===== config.mk =====
export PLATFORM = sky130hd
export DESIGN_NAME = amp_supervisor
export DESIGN_NICKNAME = d
export VERILOG_FILES = /design/src/rtl/amp_sup_pkg.sv /design/src/rtl/amp_startup_timer.sv /design/src/rtl/amp_fault_latch.sv /design/src/rtl/amp_sync_mux.sv /design/src/rtl/amp_supervisor.sv
export SDC_FILE = /design/constraint.sdc
export NUM_CORES = 1
export LEC_CHECK = 0
export BUFFER_PORTS_ARGS = -buffer_cell sky130_fd_sc_hd__buf_2
export CORE_ASPECT_RATIO = 2
export CORE_MARGIN = 2
export CORE_UTILIZATION = 45
export CTS_BUF_LIST = sky130_fd_sc_hd__clkbuf_16
export CTS_CLUSTER_SIZE = 12
export DETAILED_ROUTE_END_ITERATION = 8
export PLACE_DENSITY = 0.78
export SLEW_MARGIN = 20
export SYNTH_ARGS = -nofsm -noshare
export SYNTH_HDL_FRONTEND = slang
export SYNTH_SLANG_ARGS = --single-unit

===== constraint.sdc =====
create_clock -name clk -period 1.92 [get_ports clk]
set_input_delay 0 -clock clk [delete_from_list [all_inputs] [get_ports clk]]
set_output_delay 0 -clock clk [all_outputs]
set_load 0.02 [all_outputs]

===== src/rtl/amp_sup_pkg.sv =====
package amp_sup_pkg;

   localparam int STRAP_W     = 3;
   localparam int GAIN_W      = STRAP_W - 1;
   localparam int GAIN_DB_W   = 6;
   localparam int NUM_LATCHED = 3;

   localparam int LF_OCP = 0;
   localparam int LF_OTP = 1;
   localparam int LF_DC  = 2;

   typedef enum logic [1:0] {
      OM_HIZ   = 2'd0,
      OM_MUTE  = 2'd1,
      OM_DRIVE = 2'd2
   } out_mode_e;

   typedef struct packed {
      logic              slave;
      logic [GAIN_W-1:0] gain_idx;
   } strap_t;

   function automatic logic [GAIN_DB_W-1:0] gain_db_of(input logic [GAIN_W-1:0] idx);
      logic [GAIN_DB_W-1:0] db;
      case (idx)
         2'd0:    db = 6'd20;
         2'd1:    db = 6'd26;
         2'd2:    db = 6'd32;
         default: db = 6'd36;
      endcase
      return db;
   endfunction

endpackage


===== src/rtl/amp_startup_timer.sv =====
module amp_startup_timer
   import amp_sup_pkg::*;
#(
   parameter int STARTUP_CYCLES = 1_000_000
) (
   input  logic               clk,
   input  logic               rst_n,
   input  logic [STRAP_W-1:0] strap_code,
   output logic               done,
   output strap_t             strap_q
);

   localparam int CNT_W = (STARTUP_CYCLES > 2) ? $clog2(STARTUP_CYCLES) : 1;
   localparam logic [CNT_W-1:0] LAST = CNT_W'(STARTUP_CYCLES - 1);

   if (STARTUP_CYCLES < 2) begin : g_bad_startup
      $error("STARTUP_CYCLES must be at least 2");
   end

   logic [CNT_W-1:0] cnt_q;
   logic             done_q;

   always_ff @(posedge clk or negedge rst_n) begin
      if (!rst_n) begin
         cnt_q   <= '0;
         done_q  <= 1'b0;
         strap_q <= '0;
      end else if (!done_q) begin
         if (cnt_q == LAST) begin
            done_q  <= 1'b1;
            strap_q <= strap_t'(strap_code);
         end else begin
            cnt_q <= cnt_q + 1'b1;
         end
      end
   end

   assign done = done_q;

endmodule


===== src/rtl/amp_fault_latch.sv =====
module amp_fault_latch #(
   parameter int N = 3
) (
   input  logic         clk,
   input  logic         rst_n,
   input  logic         clr,
   input  logic [N-1:0] set_in,
   output logic [N-1:0] latch_nxt,
   output logic [N-1:0] latch_q
);

   if (N < 1) begin : g_bad_n
      $error("fault latch needs at least one input");
   end

   for (genvar i = 0; i < N; i++) begin : g_bit
      logic bit_q;

      assign latch_nxt[i] = clr ? 1'b0 : (bit_q | set_in[i]);

      always_ff @(posedge clk or negedge rst_n) begin
         if (!rst_n) bit_q <= 1'b0;
         else        bit_q <= latch_nxt[i];
      end

      assign latch_q[i] = bit_q;
   end

endmodule


===== src/rtl/amp_sync_mux.sv =====
module amp_sync_mux (
   input  logic role_valid,
   input  logic role_slave,
   input  logic pwm_ref,
   input  logic sync_in,
   output logic sync_out,
   output logic sync_oe,
   output logic pwm_clk
);

   logic drive_master;

   assign drive_master = role_valid & ~role_slave;
   assign sync_oe      = drive_master;
   assign sync_out     = drive_master & pwm_ref;
   assign pwm_clk      = (role_valid & role_slave) ? sync_in : pwm_ref;

endmodule


===== src/rtl/amp_supervisor.sv =====
module amp_supervisor
   import amp_sup_pkg::*;
#(
   parameter int STARTUP_CYCLES = 1_000_000
) (
   input  logic                 clk,
   input  logic                 rst_n,
   input  logic                 shdn_n,
   input  logic [STRAP_W-1:0]   strap_code,
   input  logic                 flt_ocp,
   input  logic                 flt_otp,
   input  logic                 flt_dc,
   input  logic                 sup_uv,
   input  logic                 sup_ov,
   input  logic                 pwm_ref,
   input  logic                 sync_in,
   output logic [1:0]           out_mode,
   output logic                 fault_n,
   output logic [NUM_LATCHED-1:0] fault_cause,
   output logic                 strap_valid,
   output logic                 role_slave,
   output logic [GAIN_W-1:0]    gain_idx,
   output logic [GAIN_DB_W-1:0] gain_db,
   output logic                 sync_out,
   output logic                 sync_oe,
   output logic                 pwm_clk
);

   logic                   started;
   strap_t                 strap_q;
   logic [NUM_LATCHED-1:0] set_vec;
   logic [NUM_LATCHED-1:0] latch_nxt;
   logic [NUM_LATCHED-1:0] latch_q;
   logic                   shut;
   logic                   supply_bad;
   out_mode_e              mode_nxt;
   out_mode_e              mode_q;

   amp_startup_timer #(
      .STARTUP_CYCLES(STARTUP_CYCLES)
   ) i_timer (
      .clk       (clk),
      .rst_n     (rst_n),
      .strap_code(strap_code),
      .done      (started),
      .strap_q   (strap_q)
   );

   always_comb begin
      set_vec         = '0;
      set_vec[LF_OCP] = flt_ocp;
      set_vec[LF_OTP] = flt_otp;
      set_vec[LF_DC]  = flt_dc;
   end

   assign shut       = ~shdn_n;
   assign supply_bad = sup_uv | sup_ov;

   amp_fault_latch #(
      .N(NUM_LATCHED)
   ) i_latch (
      .clk      (clk),
      .rst_n    (rst_n),
      .clr      (shut),
      .set_in   (set_vec),
      .latch_nxt(latch_nxt),
      .latch_q  (latch_q)
   );

   always_comb begin
      if (!started)          mode_nxt = OM_HIZ;
      else if (shut)         mode_nxt = OM_MUTE;
      else if (|latch_nxt)   mode_nxt = OM_HIZ;
      else if (supply_bad)   mode_nxt = OM_HIZ;
      else                   mode_nxt = OM_DRIVE;
   end

   always_ff @(posedge clk or negedge rst_n) begin
      if (!rst_n) mode_q <= OM_HIZ;
      else        mode_q <= mode_nxt;
   end

   assign out_mode    = mode_q;
   assign fault_cause = latch_q;
   assign fault_n     = ~(|latch_q);
   assign strap_valid = started;
   assign role_slave  = strap_q.slave;
   assign gain_idx    = strap_q.gain_idx;
   assign gain_db     = gain_db_of(strap_q.gain_idx);

   amp_sync_mux i_sync (
      .role_valid(started),
      .role_slave(strap_q.slave),
      .pwm_ref   (pwm_ref),
      .sync_in   (sync_in),
      .sync_out  (sync_out),
      .sync_oe   (sync_oe),
      .pwm_clk   (pwm_clk)
   );

endmodule


### After elaboration in Yosys (flattened, before gate mapping)

Index checks and enable logic that the tools add are counted.

| storage, ports and cells | value |
|---|---|
| flip-flop bits (word level) | 29 |
| bits in latches | 0 |
| bits in writable memories | 0 |
| bits in read-only memories | 0 |
| input bits | 13 |
| output and inout bits | 19 |
| word-level logic and storage cells | 39 |
| memories kept | 0 |

| cells by class | value |
|---|---|
| add/sub/neg operators | 1 |
| multiply operators | 0 |
| div/mod/pow operators | 0 |
| order comparisons | 0 |
| equality and inequality tests | 3 |
| shifts and indexed selects | 0 |
| mux-type cells | 11 |
| bitwise operators | 11 |
| reduce and logical (&&, ||, !) cells | 5 |

Operators by type and width:

| cell | count |
|---|---|
| 20-bit by 1-bit adder with 20-bit output, second input constant | 1 |
| 20-bit == test, second input constant | 1 |
| 6-bit case mux with 3 select lines | 1 |
| 2-bit 2-to-1 mux | 4 |
| 1-bit 2-to-1 mux | 6 |
| 3-bit OR reduction | 2 |
| 1-bit inverter | 4 |
| 1-bit OR | 4 |
| 2-bit AND reduction | 2 |
| 1-bit AND | 3 |
| 2-bit by 1-bit == test with 1-bit output, second input constant | 1 |
| 2-bit == test, second input constant | 1 |
| 2-bit logical NOT | 1 |

### Depth between registers and ports, before layout

| depth | value |
|---|---|
| word-level depth | 6 |
| gate-level depth with buffers | 5 |
| mapped depth without buffers | 5 |

### Hierarchy

Synthesis repeated with hierarchy kept, for this count alone.

| second synthesis, totals | value |
|---|---|
| cells, all modules | 133 |
| area total of the unflattened synthesis | 1503.9 sq um |

Modules (own cells, without submodules):

| module | instances | cells each | area an instance (sq um) |
|---|---|---|---|
| amp_startup_timer | 1 | 98 | 1152.4 |
| amp_supervisor | 1 | 22 | 192.7 |
| amp_fault_latch | 1 | 9 | 127.6 |
| amp_sync_mux | 1 | 4 | 31.3 |

### Least setup slack after synthesis

Ideal clock, no wire load.

| timing | value |
|---|---|
| kind | flip-flop to flip-flop |
| start | reg i_timer.cnt_q[11] |
| end | reg i_timer.cnt_q[1] |
| library setup time | 0.125 ns |
| arrival time | 1.338 ns |
| data required time | 1.795 ns |
| setup slack | 0.457 ns |
| cell stages (with the launch flop) | 5 |
| buffers on the path | 0 |
| clock period less this slack | 1.463 ns |
| cell sequence | dfrtp_1 > nor4b_4 > and4_4 > a21oi_4 > mux2_4 |

| between the ends | value |
|---|---|
| cells in the longest elaborated chain, start to end | 3 |

Ends and longest elaborated chain:

| element | line | text |
|---|---|---|
| start, declared | amp_startup_timer.sv:20 | `logic [CNT_W-1:0] cnt_q;` |
| start signal, assigned | amp_startup_timer.sv:33 | `cnt_q <= cnt_q + 1'b1;` |
| 20-bit == test | amp_startup_timer.sv:29 | `if (cnt_q == LAST) begin` |
| 1-bit inverter (no line) | -- |  |
| 2-bit AND reduction (no line) | -- |  |

No other way between the ends.
A chain may end at the register's enable or synchronous reset.

### Final worst setup path

| timing | value |
|---|---|
| start | reg i_timer.cnt_q[13] |
| end | reg i_timer.cnt_q[2] |

The elaborated chain is that of the path after synthesis.

==> results.py <==
metrics = {
    "worst_setup_path": {
        "worstPathRequired_ns": 2.13,
        "critPathCaptureType": "register",
        "reg2regPathDepth": 4,
        "r2r-end": "i_timer.cnt_q[2]",
        "arrival_ns": 1.89,
        "ff2ff_setup_slack_ns": 0.24,
        "startpoint_type": "register",
        "r2r-start": "i_timer.cnt_q[13]",
        "startpoint": "i_timer.cnt_q[13]",
        "path_class": "reg2reg",
        "crit_fanout": 6,
    },
    "power_and_ir_drop": {
        "p_leak_nw": 0.959,
        "internal_power_mw": 1.13,
        "p_sw_uw": 314,
        "ir_worst_vdd_v": 0.000542,
        "p_comb_frac": 0.074,
        "power.total_mw": 1.44,
        "swShare": 0.218,
        "p_per_area_nw_per_um2": 747,
        "seq_power_share": 0.435,
        "pwr-share-clk": 0.490,
    },
    "sta": {
        "min_period_ns": 1.68,
        "fmax_ghz": 0.594,
        "skew_ns": 0.00332,
        "maxSlewViolCount": 0,
        "setup_viol": 0,
        "rsz0062_at_grt": "false",
        "hold_viol_final": 0,
        "slew_headroom": 0.570,
        "setup_tns_ns": 0,
        "timing.final.crit_share": 0.877,
        "fin_ws_ns": 0.237,
        "worst_slew_pin_slew_ns": 0.644,
    },
    "floorplan": {
        "io_pins": 32,
        "initial_core_util": 0.462,
        "die_h_um": 86.8,
        "coreArea_um2": 3340,
        "num_rows": 30,
        "dieWidth_um": 45.4,
        "die-area_um2": 3940,
    },
    "synthesis": {
        "async_flop_share": 1.00,
        "syn_area_per_cell_um2": 11.4,
        "syn_nets": 154,
        "yosysSeqAreaShare": 0.470,
        "synthFlopType": "dfrtp_1",
        "synth.top_cells.by_count": "dfrtp_1 (29), xnor2_1 (12), nand2_1 (9)",
        "synth.distinct_cells": 42,
        "postSynthCellCount": 135,
        "synth_top_area_share": 0.470,
        "yosysMostFrequentCell": "dfrtp_1",
        "synth_area_leaders": "dfrtp_1 (47%), xnor2_1 (6.8%), ha_1 (4.9%), mux2_4 (3.9%), buf_4 (2.9%)",
        "yosysWarnings": 0,
        "synth_area_um2": 1540,
        "synth_top_cell_by_area": "dfrtp_1",
        "ys_ff_latch": 29,
        "synth_edf_count": 0,
    },
    "place": {
        "place_congestion": 0.785,
        "dp_cells": 192,
        "port_buffers": 30,
        "dp_slack_ns": 0.317,
        "dp_hpwl_um": 2390,
    },
    "route": {
        "routed_wl_um": 3400,
        "vias_per_cell": 5.65,
        "ant_nets": 0,
        "vias": 1187,
        "drt_iter0_drc": 19,
        "drt_pass1_iterations": 4,
        "wl_per_cell_um": 16.2,
        "drc": 0,
    },
    "job": {
        "maxCapViolCount": 0,
    },
    "final_layout": {
        "utilization": 0.579,
        "fillers": 271,
        "final_layout_size_suffix_gt1_frac": 0.287,
        "synthToLayoutAreaGrowth_pct": 25.2,
        "num-nets-final": 196,
        "regArea_um2": 726,
        "multiInputGateArea_um2": 754,
        "final_cells": 210,
        "n_antenna_cell": 0,
    },
    "global_route": {
        "overflow": 0,
        "track_usage": 0.203,
        "antenna_found_initial": 0,
        "grt_pass1_vias": 1283,
        "grt_pass1_wl_um": 5630,
        "grt_max_degree": 30,
    },
    "clock_network": {
        "clk_latency_ns": 0.27,
        "clkSlewWorstSetupHoldPaths_ns": 0.05,
        "cts_tree": "yes",
        "cts_root_buf": "clkbuf_16",
        "cts.sinks": 29,
        "ctsResizeCount": 0,
        "cts_inserted_buffers": 5,
        "htree_levels": 2,
        "cts_buffer_depth": 2,
    },
    "run_status": {
        "status": "finished, final reports clean",
    },
    "worst_hold_path": {
        "hp-class": "in2async",
    },
}
==> metal layers <==
layer / GRT usage / vias to the layer above / share of wire
met5: 0 / - / 0
met4: 0.168 / 0 / 0.062
met3: 0.0458 / 20 / 0.044
met2: 0.350 / 49 / 0.57
met1: 0.186 / 574 / 0.32
li1: - / 544 / -
==> power groups by stage <==
stage | clock network [mW] | registers (mW) | logic [mW]
2_1_floorplan | 0 | 0.641 | 0.0514
3_3_place_gp | 0 | 0.637 | 0.0881
6_report | 0.708 | 0.629 | 0.107
3_5_place_dp | 0 | 0.639 | 0.0913
5_1_grt | 0.748 | 0.630 | 0.119
4_1_cts | 0.723 | 0.629 | 0.107
==> worst max-delay path: stages (launching register included) <==
cell	delay (ns)
dfrtp_1	0.43
nor4bb_1	0.40
nand4_1	0.27
o21ai_0	0.31
mux2_2	0.21
==> flip-flops by register name (all words and copies together), names as in the netlist <==
register             cells
i_latch.g_bit.bit_q      3
i_timer.cnt_q           20
i_timer.done             1
i_timer.strap_q          3
out_mode                 2
==> layout make-up <==
| cell class | count | share of cell area |
|---|---|---|
| clock buffers | 5 | 0.0647 |
| clock inverters | 3 | 0.00583 |
| inverters | 5 | 0.00971 |
| multi-input cells | 95 | 0.390 |
| flip-flops and latches | 29 | 0.375 |
| well taps | 32 | 0.0207 |
| repair buffers | 41 | 0.133 |
==> kinds of logic (layout without fill, tap and decap cells) <==
logic type | count (synthesis) | after routing | share of synthesized area
xor gates and xnor gates | 15 | 15 | 0.0851
and+or+nand+nor | 57 | 57 | 0.252
other | 1 | 1 | 0.00243
AOI/OAI and AO/OA | 10 | 10 | 0.0470
adders and majority gates | 6 | 6 | 0.0486
buffers and inverters | 11 | 54 | 0.0413
muxes | 6 | 6 | 0.0535
DFF | 29 | 29 | 0.470
==> placed cells by master, fill, tap and decap left out, drive strengths merged, types with 3 or more instances in the layout <==
master,synthesis,final
nor3,7,7
buf,6,31
and3,3,3
dfrtp,29,29
xor2,3,3
o21a,3,3
nor2b,4,4
mux2,6,6
nand4,5,5
dlygate4sd3,0,10
ha,6,6
clkbuf,0,5
a21oi,3,3
xnor2,12,12
nand2,10,10
nand3,5,5
inv,4,7
nor2,6,6
==> per-stage QoR <==
step                      instance area (um2)  hold slack (ns)
after floorplan                          1540           -0.296
after detailed placement                 1700           0.0606
after global placement                   1700           0.0499
final                                    1930            0.288
after global routing                     1930            0.359
after CTS                                1930            0.314
==> timing repair <==
item	in CTS	in global routing
hold endpoints to repair	37	0
hold buffers	10	0
buffers inserted	0	0
==> worst max-delay path by stage <==
stage	end	slack, ns	cells after the start
finish	i_timer.cnt_q[2]	0.24	4
global route	i_timer.cnt_q[16]	0.19	5
CTS	i_timer.cnt_q[2]	0.27	4
detailed placement	i_timer.cnt_q[2]	0.32	4
global placement	i_timer.cnt_q[3]	0.40	4
floorplan	i_timer.cnt_q[1]	0.46	4
No activity file was read; power rests on OpenSTA's default activity.
